===== src/rtl/dq_pkg.sv =====
package dq_pkg;

    // Issue sequencer states
    typedef enum logic [1:0] {
        ST_IDLE  = 2'd0,
        ST_ISSUE = 2'd1,
        ST_WAIT  = 2'd2
    } issue_st_t;

endpackage


===== src/rtl/dq_addr_split.sv =====
module dq_addr_split #(
    parameter int ADDR_W = 32,
    parameter int OFS_W  = 5,
    localparam int BLK_W = ADDR_W - OFS_W
) (
    input  logic [ADDR_W-1:0] byte_addr,
    output logic [BLK_W-1:0]  blk_addr
);

    // Drop the offset inside the block
    assign blk_addr = BLK_W'(byte_addr >> OFS_W);

endmodule


===== src/rtl/dq_pend_fifo.sv =====
module dq_pend_fifo #(
    parameter int BLK_W = 27,
    parameter int DEPTH = 32,
    localparam int PTR_W = (DEPTH > 1) ? $clog2(DEPTH) : 1,
    localparam int CNT_W = $clog2(DEPTH + 1)
) (
    input  logic             clk,
    input  logic             rst_n,
    input  logic             push,
    input  logic [BLK_W-1:0] push_blk,
    input  logic             pop,
    output logic [BLK_W-1:0] head_blk,
    input  logic [BLK_W-1:0] probe_blk,
    output logic             probe_hit,
    output logic             full,
    output logic             empty
);

    logic [BLK_W-1:0] slot_q [DEPTH];
    logic [DEPTH-1:0] live_q;
    logic [DEPTH-1:0] match;
    logic [PTR_W-1:0] wr_q, rd_q;
    logic [CNT_W-1:0] cnt_q;

    function automatic logic [PTR_W-1:0] bump(input logic [PTR_W-1:0] p);
        return (p == PTR_W'(DEPTH - 1)) ? '0 : p + PTR_W'(1);
    endfunction

    // Associative compare against every live slot
    for (genvar i = 0; i < DEPTH; i++) begin : g_cmp
        assign match[i] = live_q[i] && (slot_q[i] == probe_blk);
    end

    assign probe_hit = |match;
    assign head_blk  = slot_q[rd_q];
    assign full      = (cnt_q == CNT_W'(DEPTH));
    assign empty     = (cnt_q == '0);

    always_ff @(posedge clk) begin
        if (!rst_n) begin
            live_q <= '0;
            wr_q   <= '0;
            rd_q   <= '0;
            cnt_q  <= '0;
        end else begin
            if (push) begin
                slot_q[wr_q] <= push_blk;
                live_q[wr_q] <= 1'b1;
                wr_q         <= bump(wr_q);
            end
            if (pop) begin
                live_q[rd_q] <= 1'b0;
                rd_q         <= bump(rd_q);
            end
            case ({push, pop})
                2'b10:   cnt_q <= cnt_q + CNT_W'(1);
                2'b01:   cnt_q <= cnt_q - CNT_W'(1);
                default: cnt_q <= cnt_q;
            endcase
        end
    end

    AST_NO_OVERFLOW: assert property (@(posedge clk) disable iff (!rst_n)
        push |-> (cnt_q < CNT_W'(DEPTH))) else $error("push into full queue");

    AST_NO_UNDERFLOW: assert property (@(posedge clk) disable iff (!rst_n)
        pop |-> (cnt_q != '0)) else $error("pop from empty queue");

    AST_LIVE_COUNT: assert property (@(posedge clk) disable iff (!rst_n)
        $countones(live_q) == int'(cnt_q)) else $error("live slots disagree with count");

endmodule


===== src/rtl/dq_issue_ctrl.sv =====
module dq_issue_ctrl
    import dq_pkg::*;
#(
    parameter int BLK_W  = 27,
    parameter int DATA_W = 256
) (
    input  logic              clk,
    input  logic              rst_n,
    input  logic              q_empty,
    input  logic [BLK_W-1:0]  q_head,
    output logic              q_pop,
    output logic              req_valid,
    output logic [BLK_W-1:0]  req_addr,
    input  logic              req_ready,
    input  logic              rsp_valid,
    input  logic [DATA_W-1:0] rsp_data,
    output logic              busy,
    output logic [BLK_W-1:0]  busy_blk,
    output logic              fill_valid,
    output logic [BLK_W-1:0]  fill_addr,
    output logic [DATA_W-1:0] fill_data
);

    issue_st_t        st_q, st_d;
    logic [BLK_W-1:0] fly_q;
    logic             got_rsp;

    // Next state
    always_comb begin
        st_d = st_q;
        unique case (st_q)
            ST_IDLE:  if (!q_empty)  st_d = ST_ISSUE;
            ST_ISSUE: if (req_ready) st_d = ST_WAIT;
            ST_WAIT:  if (rsp_valid) st_d = ST_IDLE;
            default:                 st_d = ST_IDLE;
        endcase
    end

    // State register
    always_ff @(posedge clk) begin
        if (!rst_n) st_q <= ST_IDLE;
        else        st_q <= st_d;
    end

    // Outputs
    always_comb begin
        q_pop     = 1'b0;
        req_valid = 1'b0;
        got_rsp   = 1'b0;
        busy      = 1'b1;
        unique case (st_q)
            ST_IDLE: begin
                busy  = 1'b0;
                q_pop = !q_empty;
            end
            ST_ISSUE: req_valid = 1'b1;
            ST_WAIT:  got_rsp   = rsp_valid;
            default:  busy      = 1'b0;
        endcase
    end

    assign req_addr = fly_q;
    assign busy_blk = fly_q;

    // In-flight address and fill register
    always_ff @(posedge clk) begin
        if (!rst_n) begin
            fly_q      <= '0;
            fill_valid <= 1'b0;
            fill_addr  <= '0;
            fill_data  <= '0;
        end else begin
            if (q_pop) fly_q <= q_head;
            fill_valid <= got_rsp;
            if (got_rsp) begin
                fill_addr <= fly_q;
                fill_data <= rsp_data;
            end
        end
    end

    AST_REQ_HOLD: assert property (@(posedge clk) disable iff (!rst_n)
        (req_valid && !req_ready) |=> (req_valid && $stable(req_addr))) else $error("request dropped");

    AST_FILL_PULSE: assert property (@(posedge clk) disable iff (!rst_n)
        fill_valid |=> !fill_valid) else $error("fill longer than one cycle");

    AST_NO_REQ_IN_FLIGHT: assert property (@(posedge clk) disable iff (!rst_n)
        (st_q == ST_WAIT) |=> !req_valid) else $error("second request while waiting");

    AST_FILL_ADDR: assert property (@(posedge clk) disable iff (!rst_n)
        (rsp_valid && st_q == ST_WAIT) |=> (fill_valid && fill_addr == $past(req_addr))) else $error("fill address wrong");

endmodule


===== src/rtl/dq_block_miss_queue.sv =====
module dq_block_miss_queue #(
    parameter int ADDR_W    = 32,
    parameter int WORD_W    = 32,
    parameter int BLK_WORDS = 8,
    parameter int DEPTH     = 32,
    localparam int OFS_W    = $clog2(BLK_WORDS * WORD_W / 8),
    localparam int BLK_W    = ADDR_W - OFS_W,
    localparam int DATA_W   = BLK_WORDS * WORD_W
) (
    input  logic              clk,
    input  logic              rst_n,
    input  logic              miss_valid,
    input  logic [ADDR_W-1:0] miss_addr,
    output logic              miss_ready,
    output logic              mem_req_valid,
    output logic [BLK_W-1:0]  mem_req_addr,
    input  logic              mem_req_ready,
    input  logic              mem_rsp_valid,
    input  logic [DATA_W-1:0] mem_rsp_data,
    output logic              fill_valid,
    output logic [BLK_W-1:0]  fill_addr,
    output logic [DATA_W-1:0] fill_data
);

    logic [BLK_W-1:0] in_blk;
    logic [BLK_W-1:0] head_blk;
    logic [BLK_W-1:0] busy_blk;
    logic             q_hit, q_full, q_empty, q_pop, q_push;
    logic             busy, dup;

    dq_addr_split #(.ADDR_W(ADDR_W), .OFS_W(OFS_W)) u_split (
        .byte_addr (miss_addr),
        .blk_addr  (in_blk)
    );

    dq_pend_fifo #(.BLK_W(BLK_W), .DEPTH(DEPTH)) u_fifo (
        .clk       (clk),
        .rst_n     (rst_n),
        .push      (q_push),
        .push_blk  (in_blk),
        .pop       (q_pop),
        .head_blk  (head_blk),
        .probe_blk (in_blk),
        .probe_hit (q_hit),
        .full      (q_full),
        .empty     (q_empty)
    );

    dq_issue_ctrl #(.BLK_W(BLK_W), .DATA_W(DATA_W)) u_ctrl (
        .clk        (clk),
        .rst_n      (rst_n),
        .q_empty    (q_empty),
        .q_head     (head_blk),
        .q_pop      (q_pop),
        .req_valid  (mem_req_valid),
        .req_addr   (mem_req_addr),
        .req_ready  (mem_req_ready),
        .rsp_valid  (mem_rsp_valid),
        .rsp_data   (mem_rsp_data),
        .busy       (busy),
        .busy_blk   (busy_blk),
        .fill_valid (fill_valid),
        .fill_addr  (fill_addr),
        .fill_data  (fill_data)
    );

    // Duplicate of a queued entry or of the in-flight block
    assign dup        = q_hit || (busy && (busy_blk == in_blk));
    assign miss_ready = !q_full || dup;
    assign q_push     = miss_valid && !dup && !q_full;

    AST_DUP_ACCEPTED: assert property (@(posedge clk) disable iff (!rst_n)
        (miss_valid && q_full && busy && busy_blk == in_blk) |-> miss_ready) else $error("duplicate refused");

endmodule


===== config.mk =====
export PLATFORM = sky130hd
export DESIGN_NAME = dq_block_miss_queue
export DESIGN_NICKNAME = d
export VERILOG_FILES = /design/src/rtl/dq_pkg.sv /design/src/rtl/dq_addr_split.sv /design/src/rtl/dq_pend_fifo.sv /design/src/rtl/dq_issue_ctrl.sv /design/src/rtl/dq_block_miss_queue.sv
export SDC_FILE = /design/constraint.sdc
export NUM_CORES = 2
export LEC_CHECK = 0
export BUFFER_PORTS_ARGS = -buffer_cell sky130_fd_sc_hd__buf_2
export CORE_MARGIN = 2
export CORE_UTILIZATION = 25
export CTS_BUF_LIST = sky130_fd_sc_hd__clkbuf_16
export DETAILED_ROUTE_END_ITERATION = 7
export PLACE_DENSITY_LB_ADDON = 0.25
export SLEW_MARGIN = 20
export SYNTH_ARGS = -nofsm -noshare
export SYNTH_HDL_FRONTEND = slang
export SYNTH_HIERARCHICAL = 1
export SYNTH_SLANG_ARGS = --single-unit

===== constraint.sdc =====
create_clock -name clk -period 6.1 [get_ports clk]
set_clock_uncertainty 0.15 [all_clocks]
set_input_delay 1.22 -clock clk [delete_from_list [all_inputs] [get_ports clk]]
set_output_delay 1.22 -clock clk [all_outputs]
set_load 0.05 [all_outputs]

; ---- Yosys cells after proc, flatten, opt, wreduce, memory -nomap -nowiden
; Memory sizes are Yosys's and may differ from the RTL's. A register that Yosys moved wholly into a read port is not among the register bits.
; Cells that the tools add are included.
; W data, S select, Z words.
[op_classes]
magnitude_cmp = 4
muxes = 21
eq_ne = 43
reduce_logical = 49
bitwise = 3
add_sub_neg = 4
[op_table]
columns = operator, n
row1 = $eq A27 B27 Y1, 33
row2 = $mux W32, 3
row3 = $logic_and A1 B1 Y1, 37
row4 = $and A32 B32 Y32, 1
row5 = $not A32 Y32, 1
row6 = $or A32 B32 Y32, 1
row7 = $reduce_or A32 Y1, 1
row8 = $lt A5 B6 Y1 const B, 2
row9 = $pmux W6 S2, 1
row10 = $add A5 B1 Y5 const B, 2
row11 = $demux W1 S5, 2
row12 = $eq A5 B5 Y1 const B, 2
row13 = $ge A5 B1 Y1 const B, 2
row14 = $mux W5, 2
row15 = $mux W1, 9
row16 = $add A6 B1 Y6 const B, 1
row17 = $eq A6 B6 Y1 const B, 1
row18 = $logic_not A6 Y1, 1
row19 = $mux W2, 3
row20 = $ne A2 B2 Y1 const B, 3
row21 = $pmux W2 S3, 1
row22 = $sub A6 B1 Y6 const B, 1
row23 = $eq A2 B1 Y1 const B, 2
row24 = $eq A2 B2 Y1 const B, 2
row25 = 6 further kinds, 10
[totals]
mem_bits_rw = 864
reg_bits = 334
out_inout_bits = 313
mem_count = 1
word_cells = 133
input_bits = 293
[memory_table]
columns = memory, words, width, rd, rd_ports_with_merged_regs, wr, line_no
row1 = u_fifo.slot_q, 32, 27, 33, 1, 1, dq_pend_fifo.sv:19  ; logic [BLK_W-1:0] slot_q [DEPTH];

; ---- Depth between registers and ports, before layout
[depth]
depth_word = 12
depth_mapped = 22
depth_no_buf = 18

; ---- Hierarchy
; The synthesis kept the hierarchy.
[by_module_without_submodules]
columns = module, cells_each, seq_area_each_um2, area_per_inst_um2, instances
row1 = dq_pend_fifo, 2838, 27005.9, 45238.4, 1
row2 = dq_issue_ctrl, 1393, 6266.0, 12803.5, 1
row3 = dq_block_miss_queue, 40, 0.0, 317.8, 1
row4 = dq_addr_split, 27, 0.0, 202.7, 1

; ---- Least setup slack after synthesis
; No wires, ideal clock.
[synth_path]
kind = input port to flip-flop
start = in miss_addr[7]
end = mem u_fifo.slot_q[29][0], enable pin
arrival_time_ns = 5.197
stages = 16
setup_time_ns = 0.411
required_ns = 5.539
slack_ns = 0.342
path_cell_list = buf_4 -> clkbuf_1 -> buf_2 -> xnor2_1 -> nand4_1 -> nor4_1 -> a22oi_1 -> nand4_1 -> or4_1 -> nor2_1 -> o211a_1 -> clkbuf_1 -> and2_1 -> clkbuf_1 -> nand2_1 -> nor2_1
[synth_via]
elab_chain_cells = 10
elab_cells_between_ends = 74
[synth_lines]
columns = element, line_no
row1 = start: declaration, dq_block_miss_queue.sv:13  ; input logic [ADDR_W-1:0] miss_addr,
row2 = $eq A27 B27 Y1, dq_pend_fifo.sv:31  ; assign match[i] = live_q[i] && (slot_q[i] == probe_blk);
row3 = $logic_and A1 B1 Y1, dq_pend_fifo.sv:31
row4 = $reduce_or A32 Y1 *, dq_pend_fifo.sv:34  ; assign probe_hit = |match;
row5 = net q_hit, dq_block_miss_queue.sv:28  ; logic q_hit, q_full, q_empty, q_pop, q_push;
row6 = $logic_or A1 B1 Y1 *, dq_block_miss_queue.sv:68  ; assign dup = q_hit || (busy && (busy_blk == in_blk));
row7 = $logic_not A1 Y1 *, dq_block_miss_queue.sv:70  ; assign q_push = miss_valid && !dup && !q_full;
row8 = $logic_and A1 B1 Y1 * (2 in series), dq_block_miss_queue.sv:70
row9 = net q_push, dq_block_miss_queue.sv:28
row10 = $mux W1 *, dq_pend_fifo.sv:46  ; if (push) begin
row11 = $mux W1 *, dq_pend_fifo.sv:40  ; if (!rst_n) begin
row12 = $mux W1 (not written as such) *, dq_pend_fifo.sv:47  ; slot_q[wr_q] <= push_blk;
row13 = end: declaration, dq_pend_fifo.sv:19
; Mark *: on every way through the listed nets, which the timed path passes. The rest lies on a longest branch.

; ---- Worst setup path in the final report
[layout_path]
start = in miss_addr[18]
end = out miss_ready
[layout_via]
elab_chain_cells = 5
elab_cells_between_ends = 69
[layout_lines]
columns = element, line_no
row1 = $eq A27 B27 Y1, dq_pend_fifo.sv:31
row2 = $logic_and A1 B1 Y1, dq_pend_fifo.sv:31
row3 = $reduce_or A32 Y1 *, dq_pend_fifo.sv:34
row4 = net q_hit, dq_block_miss_queue.sv:28
row5 = $logic_or A1 B1 Y1 *, dq_block_miss_queue.sv:68
row6 = $logic_or A1 B1 Y1 *, dq_block_miss_queue.sv:69  ; assign miss_ready = !q_full || dup;
row7 = end: declaration, dq_block_miss_queue.sv:14  ; output logic miss_ready,
; Marked as above.

==> impl_summary.log <==
[metrics] commonest register cell after synthesis: edfxtp_1
[metrics] adder-cell share of the synthesized area: 0.00440
[metrics] worst-path cell with the longest stage delay: nor4_1
[metrics] Final Hold Fails: 0
[metrics] number of DRC violations after detailed-routing iteration 0: 3,793
[metrics] total negative setup slack: 0 ns
[metrics] synthesized flop and latch total: 1,230
[metrics] first-pass GRT wire length: 317,000 um
[metrics] Slew Viols, Final: 0
[metrics] part of the Yosys area used for sequential elements: 0.568
[metrics] dpl hpwl: 178,000 um
[metrics] width of the die: 488 um
[metrics] top-level I/O count: 606
[metrics] maximum achievable frequency: 0.164 GHz
[metrics] initial core utilization: 0.252
[metrics] chip height: 488 um
[metrics] Tmin final: 6.08 ns
[metrics] commonest non-fill, non-tap cells in the layout: xnor2_1 (881), edfxtp_1 (864), nand2_1 (639), buf_2 (572), dfxtp_1 (361)
[metrics] NumNets Final: 5,265
[metrics] xor-xnor portion of the synthesized cell area: 0.134
[metrics] number of antenna violations at the first check in global routing: 73
[metrics] Setup Buffers After CTS: 0
[metrics] post-route ant nets: 0
[metrics] # hold bufs at CTS: 0
[metrics] main combinational cell family by area after synthesis: XOR/XNOR gates
[metrics] Peak supply drop: 0.312 mV
[metrics] slew at the pin closest to its max-slew limit: 1.21 ns
[metrics] Synth async-reset ratio: 0
[metrics] required time worst endpoint: 4.73 ns
[metrics] number of optimization iterations in the first detailed-route pass: 5
[metrics] post-route fraction of the period consumed by the critical path: 0.997
[metrics] cell breakdown of the critical path: buf_4 > buf_12 > buf_4 > xnor2_1 > nand4_1 > nor4_1 > a22oi_1 > nand4_1 > or4_1 > buf_4 > nor2b_1 > o21ai_0 > buf_4 > buf_2
[metrics] clock-pin slew on the worst setup and hold paths: 0.06 ns
[metrics] Simple-Gate Fraction of Synth Area: 0.0836
[metrics] most common cell after layout, fill and taps aside: xnor2_1
[metrics] power density relative to cell area: 347 nW/um^2
[metrics] multiplexer area fraction after synthesis: 0.110
[metrics] number of nets produced by synthesis: 4,611
[metrics] via count normalized by instance count: 4.72
[metrics] global-route total usage across every layer: 0.191
[metrics] WS Path Type: primary input to output pin
[metrics] post-layout utilization of the core: 0.306
[metrics] floorplan row count: 177
[metrics] Synth cell types: 51
[metrics] leakage power: 0.0229 uW
[metrics] number of flops mapped to enable cells by yosys: 864
[metrics] synth warn: 6
[metrics] number of sinks handled by clock tree synthesis: 1,230
[metrics] RD Place Congestion: 0.888
[metrics] Syn Inst Count: 4,298
[metrics] share of layout cells above drive strength 1: 0.315
[metrics] path class of the lowest-slack min-delay path: flop to flop
[metrics] most common cell type on the critical path: buf_4
[metrics] endpoint class of the critical path: output pin
[metrics] total of cells resized after clock tree synthesis: 0
[metrics] grt ovf: 0
[metrics] maximum fanout along the worst path: 14
[metrics] P&R area growth vs syn: 21.4%
[metrics] post-synthesis average cell area: 13.6 sq um
[metrics] via count of the routed design: 38.7k
[metrics] complex-gate fraction of the synthesized area: 0.0627
[metrics] type of element launching the critical path: primary input
[metrics] vias in the first global route: 38.3k
[metrics] number of buffers created by CTS: 139
[metrics] headroom to the max-slew limit: 0.185
[metrics] setup violators final: 0
[metrics] library cell used as clock root buffer: clkbuf_16
[metrics] outcome: finished clean
[metrics] largest buffer count on any clock path: 3
[metrics] maximum single-stage delay on the critical path: 1.02 ns
[metrics] critical path's top delay family: simple AND/OR/NAND/NOR gates
[metrics] placeable core area: 233,000 sq um
[metrics] average routed wire per standard cell: 28.6 um
[metrics] setup repair after global routing missed its margin: false
[metrics] cell area after synthesis: 58,600 sq um
[metrics] # DRC: 0
[metrics] maximum number of pins on one net before global-route repair: 200
[metrics] TritonCTS clock tree: done
[metrics] H-tree depth: 4
[metrics] final wirelength: 235,000 um
[metrics] # port buffers: 600
[metrics] Die Outline Area: 238,000 sq um
[metrics] Worst-Skew Late Latency: 0.80 ns
[metrics] Maximum Capacitance Violations: 0
[metrics] Buf+Inv Stages, Crit Path: 6
[metrics] signal arrival time at the worst endpoint: 4.71 ns
[area by class of cell]
| class | instances | area (sq um) |
|---|---|---|
| antenna | 18 | 45.0 |
| clock buffer | 144 | 3600 |
| clock inverter | 112 | 815 |
| fill | 23547 | 162000 |
| inverter | 15 | 58.8 |
| multi-input combinational | 2706 | 23200 |
| sequential | 1230 | 33300 |
| tap | 3132 | 3920 |
| timing repair buffer | 860 | 6160 |
[synthesized netlist by cell type (all sizes together), types with 16 or more instances]
cell	instances	area, sq um
xnor2	881	7720
edfxtp	864	25900
nand2	640	2400
dfxtp	366	7330
a21boi	311	3090
mux4	270	6080
buf	241	1700
nand4	233	1460
clkbuf	106	399
nor2	73	274
o21ai	41	205
a21oi	37	185
nor4	35	219
nor3	34	170
mux2	27	304
ha	19	238
a22oi	17	128
and2	16	100
[stage by stage]
step / total power (uW) / worst slack (ns) / area (sq um) / hold slack (ns) / instances
floorplan: 14100 / 0.342 / 58600 / 0.301 / 4298
global placement: 16600 / 0.150 / 66600 / 0.287 / 7943
finish: 24700 / 0.0158 / 71100 / 0.302 / 8217
global route: 25500 / 0.0655 / 71100 / 0.318 / 8210
detailed placement: 16600 / 0.182 / 66600 / 0.295 / 7943
CTS: 24900 / 0.169 / 71100 / 0.304 / 8199
[path summary, 6_finish.rpt]
check,startpoint,endpoint,slack (ns),cells past startpoint
worst max-delay path,miss_addr[18],miss_ready,0.02,14
worst min-delay path,u_ctrl/fill_addr[10],u_ctrl/fill_addr[10],0.30,2
worst max register to register,u_fifo/slot_q[31][13],u_fifo/cnt_q[5],1.50,17
worst min register to register,u_ctrl/fill_addr[10],u_ctrl/fill_addr[10],0.30,2
[sequential cells by signal, summed over array words and instances, names as in the netlist, named ones only]
register,flops
u_fifo/live_q,32
u_ctrl/fill_valid,1
u_ctrl/fill_addr,27
u_ctrl/busy_blk,27
u_fifo/rd_q,5
u_ctrl/fill_data,256
u_fifo/cnt_q,6
u_fifo/slot_q,864
u_ctrl/st_q,2
u_fifo/wr_q,5
[logic make-up (layout without fill, tap and decap cells)]
| group | after synthesis | after routing |
|---|---|---|
| simple gates | 1071 | 1071 |
| mux | 305 | 305 |
| flops | 1230 | 1230 |
| xor+xnor | 895 | 895 |
| fa+ha+maj | 20 | 20 |
| compound gates | 415 | 415 |
| buf+inv | 362 | 1131 |
| other cells | 0 | 18 |
[worst register-to-register path, delay by kind of cell, from the launching register on]
kind            cells  cell delay, ns
flops               1            0.40
compound gates      6            1.06
fa+ha+maj           2            0.41
xor+xnor            1            0.25
buf+inv             1            0.09
simple gates        5            1.75
mux                 2            0.43
[where the power goes]
part           leakage, uW  total (uW)  switching (uW)  internal [uW]
combinational      0.00983        6620            4320           2300
clock              0.00233        8300            3660           4640
sequential          0.0107        9770             513           9260
total               0.0229       24700            8500          16200
[per-layer routing]
metal | routed length (um) | GRT usage | part of all wire | vias to the layer above
met5 | 89 | 0 | 0.00038 | -
li1 | - | - | - | 16899
met2 | 110000 | 0.310 | 0.47 | 1526
met3 | 16600 | 0.0343 | 0.070 | 334
met4 | 10400 | 0.0806 | 0.044 | 14
met1 | 97900 | 0.249 | 0.42 | 19972
Note: power is estimated with default switching activity, not from simulation.
